==> config.mk <==
export PLATFORM = sky130hd
export DESIGN_NAME = exp_split_bridge
export DESIGN_NICKNAME = d
export VERILOG_FILES = /design/src/rtl/xbridge_pkg.sv /design/src/rtl/xbridge_ctrl.sv /design/src/rtl/xbridge_dpath.sv /design/src/rtl/exp_split_bridge.sv
export SDC_FILE = /design/constraint.sdc
export NUM_CORES = 1
export LEC_CHECK = 0
export BUFFER_PORTS_ARGS = -buffer_cell sky130_fd_sc_hd__buf_2
export CAP_MARGIN = 20
export CORE_AREA = 2 2 104 106
export DETAILED_ROUTE_END_ITERATION = 10
export DIE_AREA = 0 0 106 108
export PLACE_DENSITY = 0.73
export SYNTH_ARGS = -nofsm -noshare
export SYNTH_HDL_FRONTEND = slang
export SYNTH_SLANG_ARGS = --single-unit
==> constraint.sdc <==
create_clock -name clk -period 1.25 [get_ports clk]
set_input_delay 0.125 -clock clk [delete_from_list [all_inputs] [get_ports clk]]
set_output_delay 0.125 -clock clk [all_outputs]
set_load 0.01 [all_outputs]
==> src/rtl/xbridge_pkg.sv <==
package xbridge_pkg;

  typedef enum logic [2:0] {
    ST_IDLE,
    ST_ARB,
    ST_REQA,
    ST_REQB,
    ST_SUSP,
    ST_REARB,
    ST_DATA
  } xbState_e;

  // strobes from the sequencer to the datapath
  typedef struct packed {
    logic latchCmd;
    logic capture;
    logic beatIdx;
    logic finish;
  } xbStrobe_t;

endpackage

==> src/rtl/xbridge_ctrl.sv <==
module xbridge_ctrl
  import xbridge_pkg::*;
(
  input  logic      clk,
  input  logic      rstN,
  input  logic      cpuReq,
  input  logic      busGnt,
  input  logic      perReady,
  input  logic      cmdByte,
  input  logic      cmdWrite,
  output logic      busReq,
  output logic      chipSel,
  output logic      cpuStall,
  output logic      cpuDone,
  output logic      expHalf,
  output xbStrobe_t strb
);

  xbState_e state, stateNext;
  logic     beat, beatNext;
  logic     doneQ;
  logic     lastBeat;

  assign lastBeat = cmdByte || beat;

  always_comb begin
    stateNext     = state;
    beatNext      = beat;
    strb          = '0;
    strb.beatIdx  = beat;
    unique case (state)
      ST_IDLE: begin
        if (cpuReq) begin
          strb.latchCmd = 1'b1;
          stateNext     = ST_ARB;
        end
      end
      ST_ARB:   if (busGnt) stateNext = ST_REQA;
      ST_REQA:  stateNext = ST_REQB;
      ST_REQB: begin
        beatNext  = 1'b0;
        stateNext = perReady ? ST_DATA : ST_SUSP;
      end
      ST_SUSP:  if (perReady) stateNext = ST_REARB;
      ST_REARB: begin
        beatNext = 1'b0;
        if (busGnt) stateNext = ST_DATA;
      end
      ST_DATA: begin
        strb.capture = !cmdWrite;
        if (lastBeat) begin
          strb.finish = 1'b1;
          beatNext    = 1'b0;
          stateNext   = ST_IDLE;
        end else begin
          beatNext = 1'b1;
        end
      end
      default: stateNext = ST_IDLE;
    endcase
  end

  always_ff @(posedge clk) begin
    if (!rstN) begin
      state <= ST_IDLE;
      beat  <= 1'b0;
      doneQ <= 1'b0;
    end else begin
      state <= stateNext;
      beat  <= beatNext;
      doneQ <= strb.finish;
    end
  end

  assign busReq   = (state == ST_ARB) || (state == ST_REQA) || (state == ST_REQB) ||
                    (state == ST_REARB) || (state == ST_DATA);
  assign chipSel  = (state == ST_REQA) || (state == ST_REQB) || (state == ST_DATA);
  assign cpuStall = (state != ST_IDLE);
  assign cpuDone  = doneQ;
  assign expHalf  = beat;

  AST_CS_AFTER_GRANT: assert property (@(posedge clk) disable iff (!rstN)
    $rose(chipSel) |-> $past(busGnt));
  AST_CS_OWNS_BUS: assert property (@(posedge clk) disable iff (!rstN)
    chipSel |-> busReq);
  AST_SUSP_RELEASE: assert property (@(posedge clk) disable iff (!rstN)
    (state == ST_REQB && !perReady) |=> (!chipSel && !busReq));
  AST_REARB_HOLD: assert property (@(posedge clk) disable iff (!rstN)
    (state == ST_REARB && !busGnt) |=> (busReq && !chipSel));
  AST_DONE_PULSE: assert property (@(posedge clk) disable iff (!rstN)
    cpuDone |=> !cpuDone);
  AST_DONE_RELEASE: assert property (@(posedge clk) disable iff (!rstN)
    cpuDone |-> (!busReq && !cpuStall));
  AST_NO_TIMEOUT: assert property (@(posedge clk) disable iff (!rstN)
    (state == ST_SUSP && !perReady) |=> (cpuStall && !chipSel));

endmodule

==> src/rtl/xbridge_dpath.sv <==
module xbridge_dpath
  import xbridge_pkg::*;
#(
  parameter int ADDR_W = 24,
  parameter int HALF_W = 16,
  parameter int BYTE_W = 8
) (
  input  logic                clk,
  input  logic                rstN,
  input  xbStrobe_t           strb,
  input  logic                cpuWrite,
  input  logic                cpuByte,
  input  logic [ADDR_W-1:0]   cpuAddr,
  input  logic [2*HALF_W-1:0] cpuWdata,
  input  logic [HALF_W-1:0]   expRdata,
  output logic [2*HALF_W-1:0] cpuRdata,
  output logic [ADDR_W-1:0]   expAddr,
  output logic                expWrite,
  output logic                expByte,
  output logic [HALF_W-1:0]   expWdata
);

  localparam int NHALF  = 2;
  localparam int WORD_W = NHALF * HALF_W;

  logic [ADDR_W-1:0] cmdAddr;
  logic [WORD_W-1:0] cmdWdata;
  logic              cmdWrite, cmdByte;
  logic [WORD_W-1:0] rdataQ;
  logic [WORD_W-1:0] asmWord;
  logic [WORD_W-1:0] asmByte;
  logic [HALF_W-1:0] wHalf;

  always_ff @(posedge clk) begin
    if (!rstN) begin
      cmdAddr  <= '0;
      cmdWdata <= '0;
      cmdWrite <= 1'b0;
      cmdByte  <= 1'b0;
    end else if (strb.latchCmd) begin
      cmdAddr  <= cpuAddr;
      cmdWdata <= cpuWdata;
      cmdWrite <= cpuWrite;
      cmdByte  <= cpuByte;
    end
  end

  // one capture register per half; the beat in flight bypasses its register
  for (genvar g = 0; g < NHALF; g++) begin : gHalf
    logic [HALF_W-1:0] halfReg;
    logic              hit;
    assign hit = (int'(strb.beatIdx) == g);
    always_ff @(posedge clk) begin
      if (!rstN)                     halfReg <= '0;
      else if (strb.capture && hit)  halfReg <= expRdata;
    end
    assign asmWord[g*HALF_W +: HALF_W] = hit ? expRdata : halfReg;
  end

  assign asmByte = {{(WORD_W-BYTE_W){1'b0}}, expRdata[BYTE_W-1:0]};

  always_ff @(posedge clk) begin
    if (!rstN)                          rdataQ <= '0;
    else if (strb.finish && !cmdWrite)  rdataQ <= cmdByte ? asmByte : asmWord;
  end

  assign wHalf    = strb.beatIdx ? cmdWdata[WORD_W-1:HALF_W] : cmdWdata[HALF_W-1:0];
  assign expWdata = cmdByte ? {{(HALF_W-BYTE_W){1'b0}}, cmdWdata[BYTE_W-1:0]} : wHalf;

  assign cpuRdata = rdataQ;
  assign expAddr  = cmdAddr;
  assign expWrite = cmdWrite;
  assign expByte  = cmdByte;

  AST_RDATA_HOLD: assert property (@(posedge clk) disable iff (!rstN)
    !strb.finish |=> $stable(cpuRdata));
  AST_CMD_HOLD: assert property (@(posedge clk) disable iff (!rstN)
    !strb.latchCmd |=> ($stable(expAddr) && $stable(expWrite) && $stable(expByte)));

endmodule

==> src/rtl/exp_split_bridge.sv <==
module exp_split_bridge
  import xbridge_pkg::*;
#(
  parameter int ADDR_W = 24,
  parameter int HALF_W = 16,
  parameter int BYTE_W = 8
) (
  input  logic                clk,
  input  logic                rstN,
  input  logic                cpuReq,
  input  logic                cpuWrite,
  input  logic                cpuByte,
  input  logic [ADDR_W-1:0]   cpuAddr,
  input  logic [2*HALF_W-1:0] cpuWdata,
  output logic                cpuStall,
  output logic                cpuDone,
  output logic [2*HALF_W-1:0] cpuRdata,
  output logic                busReq,
  input  logic                busGnt,
  output logic                chipSel,
  output logic [ADDR_W-1:0]   expAddr,
  output logic                expWrite,
  output logic                expByte,
  output logic                expHalf,
  output logic [HALF_W-1:0]   expWdata,
  input  logic [HALF_W-1:0]   expRdata,
  input  logic                perReady
);

  xbStrobe_t strb;

  xbridge_ctrl i_ctrl (
    .clk      (clk),
    .rstN     (rstN),
    .cpuReq   (cpuReq),
    .busGnt   (busGnt),
    .perReady (perReady),
    .cmdByte  (expByte),
    .cmdWrite (expWrite),
    .busReq   (busReq),
    .chipSel  (chipSel),
    .cpuStall (cpuStall),
    .cpuDone  (cpuDone),
    .expHalf  (expHalf),
    .strb     (strb)
  );

  xbridge_dpath #(
    .ADDR_W (ADDR_W),
    .HALF_W (HALF_W),
    .BYTE_W (BYTE_W)
  ) i_dpath (
    .clk      (clk),
    .rstN     (rstN),
    .strb     (strb),
    .cpuWrite (cpuWrite),
    .cpuByte  (cpuByte),
    .cpuAddr  (cpuAddr),
    .cpuWdata (cpuWdata),
    .expRdata (expRdata),
    .cpuRdata (cpuRdata),
    .expAddr  (expAddr),
    .expWrite (expWrite),
    .expByte  (expByte),
    .expWdata (expWdata)
  );

endmodule

==> results.md <==
- The final design utilization is 78.54%.
- Power spread over the standard cell area amounts to 996.8 mW/mm².
- The checks that failed: negative setup slack.
- After detailed routing, the total wire length is 17100 µm.
- The cell sitting at the root of the clock tree is a clkbuf_8.
- The net switching power figure is 2355 µW.
- The flow ran to the end, but the final reports show violations.
- The share of synthesized area occupied by flip-flops and latches is 50.35%.
- The slowest stage of the critical path belongs to the cell dfxtp_2.
- The post-CTS clock slew at the launch and capture registers of the worst setup and hold paths is 100 ps.
- The dominant register cell in the synthesized netlist is dfxtp_1.
- The worst hold slack is 20.38 ps.
- At the end of the flow, the number of nets in the layout was 844.
- The data required time at the worst endpoint is 1120 ps.
- The clock sink count is 111.
- The total clock buffers created by CTS is 9.
- The final critical path time including I/O delays and setup is 1597 ps.
- For this run, the slowest stage of the critical path takes 330 ps.
- Entering global routing, the biggest net connects 50 pins.
- The critical path in this run is classified as flop to output port.
- Routability-driven placement finished with a final weighted congestion of 0.8181.
- The number of global-route vias before repair is 4952.
- The switching fraction of total power is 29.40%.
- The final worst setup slack is -347.0 ps.
- For this run, design rule violations remaining after detail routing come to 0.
- The analysis attributes to cell leakage a power of 0.003260 µW.
- The max-slew violation count is 0.
- Timing analysis after detailed placement gives a worst setup slack of -63.51 ps.
- Setup repair after global routing could not meet its margin everywhere.
- Setup violations remaining at the end of the flow were counted as 128.
- From synthesis to final layout, the design area changed by 82.08%.
- Summing the areas of all compound-gate instances in the mapped netlist gives 13.55% of the synthesized area.
- The cell area after synthesis is 0.004413 mm².
- The fraction of power consumed by combinational cells is 24.2%.
- The number of max-cap violations is 0.
- Summing the areas of all fa, ha and maj instances in the mapped netlist gives 0% of the synthesized area.
- The total routing resource utilization after global routing is 27.16%.
- The fmax is 626.2 MHz.
- The die boundary width is 106 µm.
- The kind of start point of the critical path is a flop.
- The area of placed instances is 0.005717 mm².
- In the layout the commonest cells are 146 x buf_2, 116 x nand2_1, 106 x dfxtp_1, 56 x dlygate4sd3_1, 42 x nand3_2.
- Summing the areas of all xor and xnor instances in the mapped netlist gives 0% of the synthesized area.
- The detailed-routing iteration count for the pre-antenna-repair pass is 5.
- The top-level I/O count is 158.
- TritonCTS built the clock tree.
- The height of the die is 108 µm.
- In the routed layout, each cell is associated on average with a via count of 5.413.
- The detailed router finished its first iteration with 224 violations.
- Counting flops with an async set or reset pin after synthesis yields a share of 0%.
- Summing the areas of all and, or, nand and nor instances in the mapped netlist gives 21.09% of the synthesized area.
- In the synthesized netlist, the number of instances is 512.
- The worst-case clock skew is 21.28 ps.
- For this run, the number of Yosys warnings is 0.
- In this run, distinct cell masters in the synthesized netlist total 35.
- Once layout is done, the placed cells without fillers occupy 0.008035 mm².
- Counting flops and latches in the post-synthesis netlist gives 111.
- The post-synth net total is 591.
- The most common library cell in the layout ignoring fill and taps is buf_2.
- The floorplan step defined a core boundary enclosing 0.01023 mm².
- The first global-routing pass estimated 24620 µm of wire.
- The endpoint type of the worst setup path is an output port.
- The deepest level of the CTS H-tree is 3.
- Of all nets on the critical path, the largest fanout is 5.
- The area enclosed by the die boundary is 0.01145 mm².
- The placement row count is 37.
- The detailed placement HPWL is 8077 µm.
- VDD sags by at most 0.0007811 V.
- The post-route netlist has 52.08% of its cells at a drive strength greater than 1.
- The critical path goes through buf_4 -> buf_12 -> mux2i_2 -> nor2_1 -> buf_2.
- Summing internal, switching and leakage power gives 8010 µW.
- The final hold violation count is 0.
- In the synthesized netlist, mux cells make up 9.300% of the area.
- Once the floorplan was initialized, standard cells occupied 43.13% of the core.
- The remaining max-slew budget at the tightest pin is 79.51%.
- In the final routed layout, each cell accounts on average for 18.85 µm.
- The detailed router placed 4910 vias in this run.
- Once detail routing completed, the nets flagged for antenna violations numbered 0.
- The internal power of the cells totals 5655 µW.
- The count of buffers added on input and output ports is 157.
- A synthesized cell averages 8.619 µm².
- The clock network is responsible for 28.3% of the overall power.
- The combinational family with the most area after synthesis is simple AND/OR/NAND/NOR gates.
- Sequential cells burn 47.4% of the power.
- After global routing the overflow that remains totals 0.
- The insertion delay of the later-clocked pin in the worst-skew pair is 380 ps.
- STA puts the critical path data arrival time at 1470 ps.
- The share of the clock period used by the worst path is 127.8%.
- The number of antenna violations at the first check in global routing was 1.
- The kind of path behind the tightest hold check is primary input to flop.
- The number of synthesized flops with an enable pin is 0.
- The slew at the pin closest to its max-slew limit is 306.4 ps.
- No sink is reached through more buffers than the 2 on the longest clock path.
[critical path: cells and delay by family, from the launching register on]
family | cells | cell delay [ps]
flip-flops | 1 | 330
AND/OR/NAND/NOR | 1 | 170
multiplexers | 1 | 140
buffers and inverters | 3 | 460
[final timing paths]
path | start | endpoint | slack [ps] | depth (start not counted)
worst min-delay path | cpuWdata[22] | i_dpath.cmdWdata[22]$_SDFFE_PN0P_ | 20 | 3
worst max-delay path | i_ctrl.expHalf$_SDFFE_PN0P_ | expWdata[8] | -350 | 5
worst min register to register | i_dpath.expAddr[23]$_SDFFE_PN0P_ | i_dpath.expAddr[23]$_SDFFE_PN0P_ | 460 | 2
worst max register to register | i_ctrl.state[1]$_SDFFE_PN0P_ | i_dpath.expAddr[14]$_SDFFE_PN0P_ | -340 | 8
[Yosys cell counts (2+ instances only)]
cell type | n | area share, %
o21ai_1 | 10 | 1.1
o211ai_1 | 9 | 1.5
mux2_2 | 7 | 1.8
dfxtp_1 | 111 | 50
o22ai_1 | 24 | 3.4
nor3_1 | 2 | 0.23
nand3_1 | 59 | 6.7
clkbuf_1 | 28 | 2.4
buf_2 | 8 | 0.91
nor2_1 | 14 | 1.2
nand2_1 | 116 | 9.9
buf_4 | 10 | 1.7
mux2i_1 | 32 | 7.3
o21ai_0 | 58 | 6.6
a21oi_1 | 3 | 0.34
buf_6 | 2 | 0.51
[stage by stage]
| stage | instances | setup TNS [ps] |
|---|---|---|
| after CTS | 904 | -26170 |
| final | 907 | -27440 |
| after global placement | 790 | -25.66 |
| after floorplan | 512 | -2407 |
| after detailed placement | 790 | -1452 |
| after global routing | 907 | -33440 |
[layout make-up]
cell class | instances | area (µm²)
multi-input combinational | 351 | 2780
timing repair buffer | 292 | 2641
sequential | 111 | 2238
fill | 586 | 2196
tap | 136 | 170.2
clock buffer | 10 | 127.6
clock inverter | 6 | 75.07
antenna | 1 | 2.502
[sequential cells by signal (all words and copies together) (netlist names)]
name                   flops
i_dpath.cpuRdata          32
i_ctrl.cpuDone             1
i_dpath.expByte            1
i_dpath.expAddr           24
i_ctrl.expHalf             1
i_dpath.gHalf.halfReg     16
i_dpath.expWrite           1
i_ctrl.state               3
i_dpath.cmdWdata          32
[timing repair]
item | in CTS | in global routing
hold endpoints to repair | 56 | 0
endpoints found under the setup margin | 106 | 131
setup buffers | 28 | 10
pin swaps | 40 | 42
hold buffers | 56 | 0
resized for setup | 142 | 103
cloned | 16 | 2
[kinds of logic (layout without fill, tap and decap cells)]
kind of cell	after synthesis	count (layout)
other cells	0	1
flops	111	111
simple gates	204	204
buf+inv	50	308
mux	40	40
compound gates	107	107
[power groups by stage]
stage	combinational [µW]	clock (µW)	sequential (µW)
final	1940	2270	3800
after global placement	1010	0	3860
after floorplan	567	0	3880
after global routing	2040	2440	3810
after CTS	1720	2300	3780
after detailed placement	1030	0	3860
[routing by layer]
metal / vias up / track usage [%] / wire, µm
met5: - / 0 / 0
met4: 0 / 10.34 / 709
met3: 59 / 6.028 / 926
met2: 193 / 49.17 / 9052
met1: 2363 / 31.41 / 6409
li1: 2295 / - / -
Power figures use the tool's default switching activity.
